$ cat src/rtl/tdt_pkg.sv
package tdt_pkg;
    localparam int DIV_W    = 8;
    localparam int EN_BIT   = 30;
    localparam int IE_BIT   = 29;
    localparam int MODE_LSB = 27;

    localparam logic [1:0] OFS_CTRL  = 2'd0;
    localparam logic [1:0] OFS_INIT  = 2'd1;
    localparam logic [1:0] OFS_COUNT = 2'd2;
    localparam logic [1:0] OFS_STAT  = 2'd3;

    typedef enum logic [1:0] {
        MODE_ONCE   = 2'b00,
        MODE_REPEAT = 2'b01,
        MODE_PAUSE0 = 2'b10,
        MODE_PAUSE1 = 2'b11
    } mode_e;

    typedef struct packed {
        logic             en;
        logic             ie;
        mode_e            mode;
        logic [DIV_W-1:0] div;
    } ctrl_t;

    function automatic logic [31:0] ctrl_pack(ctrl_t c);
        logic [31:0] w;
        w                          = '0;
        w[EN_BIT]                  = c.en;
        w[IE_BIT]                  = c.ie;
        w[MODE_LSB+1:MODE_LSB]     = c.mode;
        w[DIV_W-1:0]               = c.div;
        return w;
    endfunction

    function automatic logic mode_counts(mode_e m);
        return (m == MODE_ONCE) || (m == MODE_REPEAT);
    endfunction
endpackage

$ cat src/rtl/tdt_prescale.sv
module tdt_prescale #(
    parameter int W = 8
) (
    input  logic         clk,
    input  logic         rst_n,
    input  logic         run,
    input  logic         restart,
    input  logic [W-1:0] div,
    output logic         tick
);
    typedef struct packed {
        logic [W-1:0] cnt;
    } pre_t;

    pre_t s_d, s_q;

    always_comb begin
        s_d  = s_q;
        tick = run && !restart && (s_q.cnt >= div);
        if (restart || tick) begin
            s_d.cnt = '0;
        end else if (run) begin
            s_d.cnt = s_q.cnt + 1'b1;
        end
    end

    always_ff @(posedge clk or negedge rst_n) begin
        if (!rst_n) s_q <= '0;
        else        s_q <= s_d;
    end
endmodule

$ cat src/rtl/tdt_counter.sv
module tdt_counter #(
    parameter int W = 24
) (
    input  logic         clk,
    input  logic         rst_n,
    input  logic         load,
    input  logic [W-1:0] load_val,
    input  logic         tick,
    input  logic         periodic,
    input  logic [W-1:0] reload_val,
    output logic [W-1:0] count,
    output logic         expire
);
    typedef struct packed {
        logic [W-1:0] cnt;
    } cnt_t;

    cnt_t s_d, s_q;

    // A zero start value is promoted to one.
    function automatic logic [W-1:0] at_least_one(logic [W-1:0] v);
        return (v == '0) ? W'(1) : v;
    endfunction

    always_comb begin
        s_d    = s_q;
        expire = tick && !load && (s_q.cnt <= W'(1));
        if (load) begin
            s_d.cnt = at_least_one(load_val);
        end else if (expire) begin
            s_d.cnt = periodic ? at_least_one(reload_val) : '0;
        end else if (tick) begin
            s_d.cnt = s_q.cnt - W'(1);
        end
    end

    always_ff @(posedge clk or negedge rst_n) begin
        if (!rst_n) s_q <= '0;
        else        s_q <= s_d;
    end

    assign count = s_q.cnt;
endmodule

$ cat src/rtl/tick_down_timer.sv
module tick_down_timer
    import tdt_pkg::*;
#(
    parameter int CNT_W  = 24,
    parameter int ADDR_W = 4
) (
    input  logic              clk,
    input  logic              rst_n,
    input  logic              bus_sel,
    input  logic              bus_wr,
    input  logic [ADDR_W-1:0] bus_addr,
    input  logic [31:0]       bus_wdata,
    output logic [31:0]       bus_rdata,
    output logic              irq
);
    typedef struct packed {
        ctrl_t            ctrl;
        logic [CNT_W-1:0] init;
        logic             flag;
    } regs_t;

    regs_t r_d, r_q;

    logic [1:0]       word;
    logic             ctrl_wr, init_wr, stat_wr, rd_en;
    ctrl_t            ctrl_new;
    logic             run, periodic, load, tick, expire;
    logic [CNT_W-1:0] load_val, count;
    logic             unused_bits;

    assign word    = bus_addr[3:2];
    assign rd_en   = bus_sel && !bus_wr;
    assign ctrl_wr = bus_sel && bus_wr && (word == OFS_CTRL);
    assign init_wr = bus_sel && bus_wr && (word == OFS_INIT);
    assign stat_wr = bus_sel && bus_wr && (word == OFS_STAT);

    assign unused_bits = ^{bus_wdata, bus_addr};

    always_comb begin
        ctrl_new.en   = bus_wdata[EN_BIT];
        ctrl_new.ie   = bus_wdata[IE_BIT];
        ctrl_new.mode = mode_e'(bus_wdata[MODE_LSB+1:MODE_LSB]);
        ctrl_new.div  = bus_wdata[DIV_W-1:0];
    end

    assign run      = r_q.ctrl.en && mode_counts(r_q.ctrl.mode);
    assign periodic = (r_q.ctrl.mode == MODE_REPEAT);
    // Start of a count: new start value, or enable bit rising.
    assign load     = init_wr || (ctrl_wr && ctrl_new.en && !r_q.ctrl.en);
    assign load_val = init_wr ? bus_wdata[CNT_W-1:0] : r_q.init;

    tdt_prescale #(.W(DIV_W)) u_pre (
        .clk     (clk),
        .rst_n   (rst_n),
        .run     (run),
        .restart (load),
        .div     (r_q.ctrl.div),
        .tick    (tick)
    );

    tdt_counter #(.W(CNT_W)) u_cnt (
        .clk        (clk),
        .rst_n      (rst_n),
        .load       (load),
        .load_val   (load_val),
        .tick       (tick),
        .periodic   (periodic),
        .reload_val (r_q.init),
        .count      (count),
        .expire     (expire)
    );

    always_comb begin
        r_d = r_q;
        if (ctrl_wr) begin
            r_d.ctrl = ctrl_new;
        end else if (expire && !periodic) begin
            r_d.ctrl.en = 1'b0;
        end
        if (init_wr) begin
            r_d.init = bus_wdata[CNT_W-1:0];
        end
        if (stat_wr && bus_wdata[0]) begin
            r_d.flag = 1'b0;
        end
        if (expire) begin
            r_d.flag = 1'b1;
        end
    end

    always_ff @(posedge clk or negedge rst_n) begin
        if (!rst_n) r_q <= '0;
        else        r_q <= r_d;
    end

    always_comb begin
        bus_rdata = '0;
        if (rd_en) begin
            unique case (word)
                OFS_CTRL:  bus_rdata = ctrl_pack(r_q.ctrl);
                OFS_INIT:  bus_rdata = 32'(r_q.init);
                OFS_COUNT: bus_rdata = 32'(count);
                default:   bus_rdata = {31'b0, r_q.flag};
            endcase
        end
    end

    assign irq = r_q.flag && r_q.ctrl.ie;
endmodule

$ cat config.mk
export PLATFORM = sky130hd
export DESIGN_NAME = tick_down_timer
export DESIGN_NICKNAME = d
export VERILOG_FILES = /design/src/rtl/tdt_pkg.sv /design/src/rtl/tdt_prescale.sv /design/src/rtl/tdt_counter.sv /design/src/rtl/tick_down_timer.sv
export SDC_FILE = /design/constraint.sdc
export NUM_CORES = 1
export LEC_CHECK = 0
export ABC_AREA = 1
export CAP_MARGIN = 40
export CORE_MARGIN = 2
export CORE_UTILIZATION = 55
export DETAILED_ROUTE_END_ITERATION = 7
export DONT_BUFFER_PORTS = 1
export PLACE_DENSITY = 0.77
export SYNTH_ARGS = -nofsm -noshare
export SYNTH_HDL_FRONTEND = slang
export SYNTH_HIERARCHICAL = 1
export SYNTH_SLANG_ARGS = --single-unit
$ cat constraint.sdc
create_clock -name clk -period 2.9 [get_ports clk]
set_clock_uncertainty 0.15 [all_clocks]
set_input_delay 0.145 -clock clk [delete_from_list [all_inputs] [get_ports clk]]
set_output_delay 0.145 -clock clk [all_outputs]
set_load 0.05 [all_outputs]
==> impl_results.md, run 1 <==
* Outcome: complete, no violations
* Synth unique cells at 31
* ANT cells at 0
* Slowest-stage cell, CP: dfrtp_1
* I/O Buffers at 0
* DIE WIDTH at 100 um
* Area grow syn2layout at 14.3%
* Die area at 0.0101 mm2
* Pwr Density at 772 mW/mm2
* Hold Path Class: in2reg
* Overflow after GRT at 0
* Vias/cell at 5.52
* Final ANT Viol Nets at 0
* Vias at 5,109
* CP startpoint kind: flop
* Final Cycle Share at 92.4%
* Pre-CTS setup slack at 0.305 ns
* CTS tree: done
* Crit-path most repeated cell: nand2_1
* RSZ-0062 raised after global routing: yes
* Synth Area in Compound Gates at 8.85%
* Worst-margin pin slew at 0.885 ns
* CP endpoint kind: flop
* Clock Sinks at 69
* Worst VDD drop at 0.425 mV
* Final Setup Violations at 0
* Num CTS Buffers at 9
* Synthesis warning total at 6
* Ratio of cells with drive above 1 in the final layout at 12.7%
* Post-synth EDFFs at 0
* Fillcell total at 814
* Max FO, Critical Path at 20
* Post-Route WL at 13.5 mm
* Vias in the first global route at 4,834
* WHS at 0.00674 ns
* Seq cells post-synth at 69
* Pins over their slew limit at 0
* Async SR Flop Fraction at 100%
* Nets at 861
* DRT iter0 DRCs at 418
* Die height at 100 um
* Adder-cell share of the synthesized area at 2.69%
* CTS clk-pin slew, worst paths at 0.08 ns
* First-pass GRT wire length at 22.6 mm
* Mapped cell area at 0.00512 mm2
* GRT Total Usage at 27.9%
* DRC errors left at 0
* CTS root buf: clkbuf_8
* Largest family of logic cells by synthesized area: simple AND/OR/NAND/NOR gates
* Synth Flop Type: dfrtp_1
* Largest net degree at the start of global routing at 70
* Slew margin rel. at 40.9%
* HPWL after DPL at 9.41 mm
* WL/cell at 14.6 um
* Critical Path RT at 3.03 ns
* Synth Area in Simple Gates at 43.1%
* Syn Inst Count at 763
* CP delay by family, top: simple AND/OR/NAND/NOR gates
* Critical path type: reg2reg
* Register area share after synthesis at 33.7%
* Crit-path max cell delay at 0.46 ns
* Initial antenna violation count at 0
* Core Area at 0.00915 mm2
* Post-route minimum period at 2.68 ns
* Max-cap violations at 0
* Xor-xnor portion of the synthesized cell area at 1.37%
* Top-Level Pins at 73
* Initial Util at 55.9%
* Worst-skew pair later-pin latency at 0.35 ns
* Synth Area per Inst at 6.71 um2
* Max Clock Freq at 0.373 GHz
* Mux contribution to synthesized area at 0%
* Setup Total Neg Slack at 0 ns
* Pleak at 3.08 nW
* H-tree levels at 3
* Crit path cell chain: ha_1 -> nand2_1 -> nor2_1 -> nand2_1 -> nand3_1 -> nand2_1 -> inv_1 -> nand2_1 -> nor2_1 -> nand3_1 -> nor2_4 -> nand3_1 -> nand2_1 -> nand2_1 -> nand2_1
* CTS max path bufs at 2
* Worst setup margin at 0.220 ns
* TritonRoute pass-1 iters at 5
* Placer congestion estimate at 0.945
* Arrival time at the worst endpoint at 2.81 ns
* Rows at 35
* Crit path buf inv count at 1
* Final count of hold timing violations at 0
==> synth_stat cells (7+ instances only) <==
library cell / count / share of area (%)
ha_1: 11 / 2.7
buf_6: 9 / 2.0
inv_1: 72 / 5.3
dfrtp_1: 69 / 34
inv_2: 7 / 0.51
a21oi_1: 19 / 1.9
nand3_1: 89 / 8.7
o21ai_2: 8 / 1.4
buf_2: 9 / 0.88
nand2_1: 265 / 19
nand4_1: 12 / 1.5
a22oi_1: 24 / 3.5
o21ai_0: 16 / 1.6
nor2_2: 11 / 1.3
clkbuf_1: 8 / 0.59
nor2_1: 82 / 6.0
nand3_2: 13 / 2.5
==> sequential cells by signal, summed over array words and instances, names as in the netlist <==
name	flops
r_q	37
u_pre/s_q	8
u_cnt/count	24
==> tightest hold or removal path, cell delays in order <==
cell and delay [ns]:
nor2_1 0.03, nand2_1 0.07, inv_1 0.10, nand2_1 0.07, nand2_1 0.05
==> area by class of cell <==
cell class                 instances  area [um2]  share of cell area [%]
clock buffer                      11         151                    2.59
clock inverter                     4        47.5                   0.812
inverter                          80         302                    5.15
multi-input combinational        585        2900                    49.5
sequential                        69        1730                    29.5
tap                              111         139                    2.37
timing repair buffer              65         593                    10.1
==> routing by layer <==
metal	track usage, %	routed length [um]	vias up
met1	35.5	5750	2361
met2	47.3	6490	205
met3	3.88	911	22
met4	12.3	308	0
li1	-	-	2521
met5	0	0	-
==> per-stage QoR <==
| step | total power (W) | instance area (um2) | cells | utilization [%] |
|---|---|---|---|---|
| floorplan | 0.00317 | 5130 | 766 | - |
| global placement | 0.00354 | 5270 | 875 | 57.6 |
| detailed placement | 0.00361 | 5270 | 875 | 57.6 |
| CTS | 0.00450 | 5840 | 925 | 63.8 |
| global route | 0.00491 | 5850 | 925 | 64.0 |
| finish | 0.00452 | 5850 | 925 | 64.0 |
==> cells in the final DEF (no fill, tap or decap), types with 2 or more instances in the layout <==
master,instances
xor2_1,6
nand3_1,88
nor2_2,11
nand4_1,12
o21ai_2,8
nor2_4,6
nor2_1,82
buf_4,30
nand3_2,14
clkinv_2,3
a22oi_1,24
inv_1,72
dfrtp_1,69
ha_1,11
conb_1,4
clkbuf_8,11
dlygate4sd3_1,34
nand2_2,3
nand2_1,265
xnor2_1,2
a21oi_1,19
inv_2,7
o21bai_1,2
o21ai_0,16
nor3_1,3
nand2_4,4
==> path summary, 6_finish.rpt <==
path / startpoint / to / slack, ns / cells past startpoint
setup / recovery: u_pre/s_q[5] / u_cnt/count[13] / 0.22 / 15
hold / removal: bus_addr[2] / r_q[36] / 0.007 / 5
setup reg to reg: u_pre/s_q[5] / u_cnt/count[13] / 0.22 / 15
hold reg to reg: r_q[35] / r_q[35] / 0.38 / 2
max in group asynchronous: rst_n / r_q[20] / 2.07 / 2
min in group asynchronous: rst_n / r_q[32] / 0.19 / 2
==> where the power goes <==
part | internal [W] | leakage, nW | switching, W | total [W]
sequential | 0.00123 | 0.884 | 0.000405 | 0.00163
clock | 0.000437 | 0.101 | 0.000379 | 0.000816
combinational | 0.000742 | 2.09 | 0.00133 | 0.00207
total | 0.00241 | 3.08 | 0.00211 | 0.00452
==> cell families after synthesis <==
group | Yosys count
other | 1
AND/OR/NAND/NOR | 491
flip-flops | 69
AO/OA/AOI/OAI | 71
adder cells (fa/ha/maj) | 11
XOR/XNOR | 8
buffers and inverters | 112
==> timing repair <==
item                       4_1_cts  5_1_grt
setup buffers                    0        0
gates resized for setup          0        2
hold buffers                    35        0
setup endpoints to repair        0        2
hold endpoints to repair       116        0
Power figures use the tool's default switching activity.
==> inputs of run 2 (changes only) <==
Settings changed: PLACE_DENSITY 0.77 to 0.8, SETUP_SLACK_MARGIN set to 0.3.
Clock period 2.9 ns to 2.4 ns, I/O delays scaled along.
==> impl_results.md, run 2 (synthesis results as in run 1) <==
* Final Cell Area at 0.00665 mm2 (+14%)
* Die height at 100 um (unchanged)
* Placed inst area at 0.00542 mm2 (+2.8%)
* Top-Level Pins at 73 (unchanged)
* Core Area at 0.00915 mm2 (unchanged)
* Initial Util at 55.9% (unchanged)
* Worst VDD drop at 0.419 mV (-1.2%)
* CP endpoint kind: flop
* Commonest cells after routing, fill and taps aside: 254 x nand2_1, 78 x nand3_1, 76 x nor2_1
* Pleak at 3.39 nW (+10%)
* Nets at 911 (+5.8%)
* Pins over their slew limit at 0 (unchanged)
* CTS tree: done
* Crit-path most repeated cell: buf_6
* Max Clock Freq at 0.406 GHz (+8.8%)
* Failing checks: negative setup slack
* CTS max path bufs at 2 (unchanged)
* CTS root buf: clkbuf_8
* H-tree levels at 3 (unchanged)
* Max-cap violations at 0 (unchanged)
* Area grow syn2layout at 29.8%
* Clock Sinks at 69 (unchanged)
* P_int at 0.00320 W (+33%)
* Overflow after GRT at 0 (unchanged)
* Ratio of cells with drive above 1 in the final layout at 22.8% (+10 points)
* Critical path type: reg2reg
* Pwr Density at 920 mW/mm2 (+19%)
* Final count of hold timing violations at 0 (unchanged)
* Seq pwr share at 32.4% (-3.7 points)
* RSZ-0062 raised after global routing: yes
* Final ANT Viol Nets at 0 (unchanged)
* Placer congestion estimate at 0.963 (+1.9%)
* Proportion of power drawn by combinational gates at 50.7% (+4.9 points)
* TritonRoute pass-1 iters at 5 (unchanged)
* Initial antenna violation count at 0 (unchanged)
* DRT iter0 DRCs at 456 (+9.1%)
* Slowest-stage cell, CP: dfrtp_1
* Final Power at 0.00612 W (+35%)
* Slew margin rel. at 66.5% (+26 points)
* Num CTS Buffers at 9 (unchanged)
* Vias in the first global route at 5,455 (+13%)
* Critical Path RT at 2.49 ns (-0.54 ns)
* Most common cell after layout, fill and taps aside: nand2_1
* Max FO, Critical Path at 2 (-90%)
* Vias/cell at 5.86 (+6.1%)
* Crit-path max cell delay at 0.44 ns (-0.02 ns)
* Max reg flops at 37 (unchanged)
* First-pass GRT wire length at 25.5 mm (+13%)
* Crit path cell chain: ha_4 -> nand2_2 -> inv_2 -> nand2_2 -> nand2_2 -> nand2_4 -> buf_4 -> buf_6 -> buf_4 -> buf_6 -> buf_6 -> buf_4 -> buf_6 -> buf_6 -> nand4_1 -> a21oi_1
* Vias at 5,720 (+12%)
* GRT Total Usage at 31.9% (+4.0 points)
* Hold Path Class: in2reg
* Worst-margin pin slew at 0.501 ns (-0.384 ns)
* Die area at 0.0101 mm2 (unchanged)
* ANT cells at 0 (unchanged)
* Post-route minimum period at 2.46 ns (-0.216 ns)
* I/O Buffers at 0 (unchanged)
* DIE WIDTH at 100 um (unchanged)
* HPWL after DPL at 10.2 mm (+8.4%)
* Most flop-heavy register: r_q
* Rows at 35 (unchanged)
* Worst setup margin at -0.0638 ns (-0.284 ns)
* Crit path buf inv count at 9 (+8)
* Sw Share at 47.6% (+0.88 points)
* P_sw at 0.00291 W (+38%)
* WL/cell at 17.1 um (+17%)
* Clock power frac at 16.9% (-1.2 points)
* DRC errors left at 0 (unchanged)
* Post-Route WL at 16.7 mm (+24%)
* Outcome: finished with violations
* Final Setup Violations at 8 (+8)
* Final Cycle Share at 103% (+10 points)
* Largest net degree at the start of global routing at 70 (unchanged)
* CP startpoint kind: flop
* CP delay by family, top: buffers and inverters
* Worst-skew pair later-pin latency at 0.35 ns (about the same)
* CTS clk-pin slew, worst paths at 0.08 ns (about the same)
* Arrival time at the worst endpoint at 2.55 ns (-0.26 ns)
## run 2: worst register-to-register path: stages (launching register included)
cell,delay (ns)
dfrtp_1,0.44
ha_4,0.29
nand2_2,0.07
inv_2,0.06
nand2_2,0.05
nand2_2,0.10
nand2_4,0.07
buf_4,0.15
buf_6,0.11
buf_4,0.12
buf_6,0.10
buf_6,0.10
buf_4,0.13
buf_6,0.10
buf_6,0.10
nand4_1,0.12
a21oi_1,0.09
## run 2: worst paths after layout
| path | endpoint | slack (ns) | start | depth (start not counted) |
|---|---|---|---|---|
| setup reg to reg | u_pre/s_q[0] | -0.06 | u_pre/s_q[3] | 16 |
| max in group asynchronous | u_cnt/count[12] | 1.63 | rst_n | 2 |
| min in group asynchronous | r_q[35] | 0.14 | rst_n | 2 |
| setup / recovery | u_pre/s_q[0] | -0.06 | u_pre/s_q[3] | 16 |
| hold / removal | r_q[31] | 0.09 | bus_addr[2] | 4 |
| hold reg to reg | r_q[35] | 0.38 | r_q[35] | 2 |
## run 2: routing by layer
metal  share of wire (%)  vias to the layer above  GRT usage, %  wire length (um)
li1                    -                     2628             -                 -
met1                  38                     2665          37.8              6350
met2                  50                      345          55.1              8360
met3                 7.2                       82          5.48              1200
met4                 4.5                        0          17.3               753
met5                   0                        -             0                 0
## run 2: cell type report
class,count,area [um2]
Timing Repair inverter,1,7.51
Sequential cell,69,1730
Timing Repair Buffer,112,1070
Clock buffer,13,169
Inverter,80,315
Clock inverter,3,42.5
Tap cell,111,139
Fill cell,669,2510
Multi-Input combinational cell,587,3170
## run 2: stage by stage
step | setup slack, ns | hold slack, ns | std cells | util, % | TNS [ns]
finish | -0.0638 | 0.0859 | 976 | 72.6 | -0.175
global route | -0.145 | 0.144 | 976 | 72.6 | -3.00
CTS | 0.0386 | 0.0634 | 966 | 69.9 | 0
detailed placement | -0.0737 | -0.324 | 886 | 59.3 | -0.876
global placement | 0.00585 | -0.323 | 886 | 59.3 | 0
floorplan | 0.240 | -0.326 | 766 | - | 0
## run 2: repair_timing
item / CTS / global route
setup buffers: 22 / 9
gates resized for setup: 32 / 40
hold buffers: 38 / 0
gates cloned: 4 / 1
setup endpoints to repair: 26 / 28
hold endpoints to repair: 120 / 0
pin swaps: 25 / 28
## run 2: power groups by stage
stage | clock network, W | registers [W] | logic, W
global route | 0.00110 | 0.00203 | 0.00340
finish | 0.00103 | 0.00198 | 0.00310
detailed placement | 0 | 0.00197 | 0.00248
CTS | 0.00104 | 0.00195 | 0.00276
floorplan | 0 | 0.00183 | 0.00201
global placement | 0 | 0.00195 | 0.00237
==> inputs of run 3 (changes only) <==
Settings changed: CORE_MARGIN 2 to 1.
==> impl_results.md, run 3 (synthesis results as in run 1) <==
* Area of the multi-input gates at 0.00310 mm2 (-2.4%)
* Crit-path max cell delay at 0.38 ns (-0.06 ns)
* Max Clock Freq at 0.432 GHz (+6.3%)
* Final Setup Violations at 0 (-8)
* CP startpoint kind: flop
* DRC errors left at 6 (+6)
* Clock Sinks at 69 (unchanged)
* Placer congestion estimate at 0.963 (about the same)
* Die area at 0.00970 mm2 (-3.9%)
* Final count of hold timing violations at 0 (unchanged)
* Fillcell total at 691 (+3.3%)
* Crit path cell chain: inv_1 -> ha_4 -> nand2_1 -> inv_1 -> nand2_1 -> nand2_1 -> nand2_2 -> nand3_2 -> nand2_2 -> inv_2 -> nand2_4 -> nor2_4 -> nand3_4 -> nor2_4 -> buf_12 -> nand3_2 -> o21ai_1 -> nand2_1 -> nand2_1
* Vias/cell at 5.67 (-3.2%)
* DIE WIDTH at 98.5 um (-2.0%)
* Most flop-heavy register: r_q
* Core Area at 0.00885 mm2 (-3.3%)
* RSZ-0062 raised after global routing: yes
* Reg2Reg Depth at 19 (+3)
* Hold Path Class: in2reg
* CTS max path bufs at 2 (unchanged)
* CP Depth at 19 (+3)
* Vias at 5,401 (-5.6%)
* Initial Util at 57.9% (+1.9 points)
* Top-Level Pins at 73 (unchanged)
* Crit-path most repeated cell: nand2_1
* Max FO, Critical Path at 7 (+5)
* Setup crit start: r_q[28]
* Max reg flops at 37 (unchanged)
* Num CTS Buffers at 9 (unchanged)
* Critical path type: reg2reg
* Area grow syn2layout at 23.1%
* CTS root buf: clkbuf_8
* Worst VDD drop at 0.526 mV (+26%)
* H-tree levels at 3 (unchanged)
* Pins over their slew limit at 0 (unchanged)
* Reg2reg setup slack at 0.08 ns (+0.15 ns)
* Critical R2R Launch: r_q[28]
* GRT Total Usage at 31.5% (-0.39 points)
* Overflow after GRT at 0 (unchanged)
* CP endpoint: u_cnt/count[1]
* Arrival time at the worst endpoint at 2.46 ns (-0.09 ns)
* Vias in the first global route at 5,210 (-4.5%)
* Max-cap violations at 0 (unchanged)
* Worst-skew pair later-pin latency at 0.35 ns (about the same)
* Pleak at 3.23 nW (-4.7%)
* HPWL after DPL at 9.76 mm (-4.3%)
* Post-route minimum period at 2.32 ns (-0.146 ns)
* Final Power at 0.00572 W (-6.5%)
* TritonRoute pass-1 iters at 7 (+2)
* Most common cell after layout, fill and taps aside: nand2_1
* Commonest cells after routing, fill and taps aside: 258 x nand2_1, 78 x nor2_1, 78 x nand3_1
* Pwr Density at 908 mW/mm2 (-1.3%)
* CP delay by family, top: simple AND/OR/NAND/NOR gates
* Ratio of cells with drive above 1 in the final layout at 18.8% (-3.9 points)
* Crit path buf inv count at 4 (-5)
* Largest net degree at the start of global routing at 70 (unchanged)
* WL/cell at 15.6 um (-8.9%)
* Rows at 34 (-2.9%)
* Post-Route WL at 14.8 mm (-11%)
* Reg area at 0.00173 mm2 (unchanged)
* Placed Instances at 881 (-0.56%)
* Failing checks: design-rule violations
* RR Endpoint: u_cnt/count[1]
* Die height at 98.5 um (-2.0%)
* Initial antenna violation count at 0 (unchanged)
* Final Cycle Share at 96.6% (-6.1 points)
* CTS tree: done
* Critical Path RT at 2.54 ns (+0.05 ns)
* ANT cells at 0 (unchanged)
* Outcome: finished with violations
* Final ANT Viol Nets at 0 (unchanged)
* Finished Layout Cells at 952 (-2.5%)
* First-pass GRT wire length at 24.2 mm (-5.1%)
* Post-layout util at 71.2% (-1.4 points)
* I/O Buffers at 0 (unchanged)
* CP endpoint kind: flop
* DRT iter0 DRCs at 390 (-14%)
* Nets at 890 (-2.3%)
* CTS clk-pin slew, worst paths at 0.07 ns (about the same)
* Slowest-stage cell, CP: dfrtp_1
==> run 3: cell count changes in the layout (fill, tap and decap cells not counted), moves of 4 or more <==
cell	previous run	this run
nand2_4	10	6
inv_1	64	68
buf_4	59	50
nand2_1	254	258
buf_6	9	0
ha_1	4	8
==> run 3: worst min-delay path, cell delays in order <==
cell	delay [ns]
nor2_1	0.03
nand2_1	0.07
buf_4	0.21
o21ai_0	0.09
==> run 3: area by class of cell <==
class,count,area share [%]
well taps,108,2.14
flip-flops and latches,69,27.4
clock buffers,12,2.30
multi-input cells,588,49.1
clock inverters,4,0.755
repair buffers,91,13.2
inverters,80,5.04
==> run 3: worst min path at each step <==
stage          cells past startpoint         from  endpoint  slack [ns]
3_3_place_gp                       0        rst_n   r_q[35]       -0.32
3_5_place_dp                       0        rst_n   r_q[35]       -0.32
5_1_grt                            4  bus_addr[2]   r_q[30]        0.13
6_report                           4  bus_addr[2]   r_q[27]        0.07
2_1_floorplan                      0        rst_n    r_q[0]       -0.33
4_1_cts                            4  bus_addr[2]   r_q[26]        0.07
==> run 3: metal layers <==
layer	vias up	global-route usage, %	wire length [um]
li1	2585	-	-
met1	2506	37.9	6090
met2	259	54.6	7210
met3	51	4.11	901
met4	0	17.8	605
met5	-	0	0
==> run 3: stage by stage <==
stage | TNS, ns | hold WS (ns) | instance area (um2) | worst slack (ns)
final | 0 | 0.0746 | 6300 | 0.0825
after floorplan | 0 | -0.326 | 5160 | 0.240
after global routing | -0.989 | 0.134 | 6300 | -0.0777
after detailed placement | -0.675 | -0.324 | 5390 | -0.0720
after global placement | 0 | -0.324 | 5390 | 0.0179
after CTS | 0 | 0.0674 | 6170 | 0.0725
==> run 3: where the power goes <==
part           internal, W  switching, W
Clock             0.000506      0.000451
Combinational      0.00102       0.00177
Sequential         0.00148      0.000488
==> run 3: timing repair <==
item,in CTS,in global routing
cloned,2,1
setup buffers,10,4
pin swaps,15,10
hold buffers,38,0
setup endpoints to repair,26,26
hold endpoints to repair,121,0
gates resized for setup,21,22
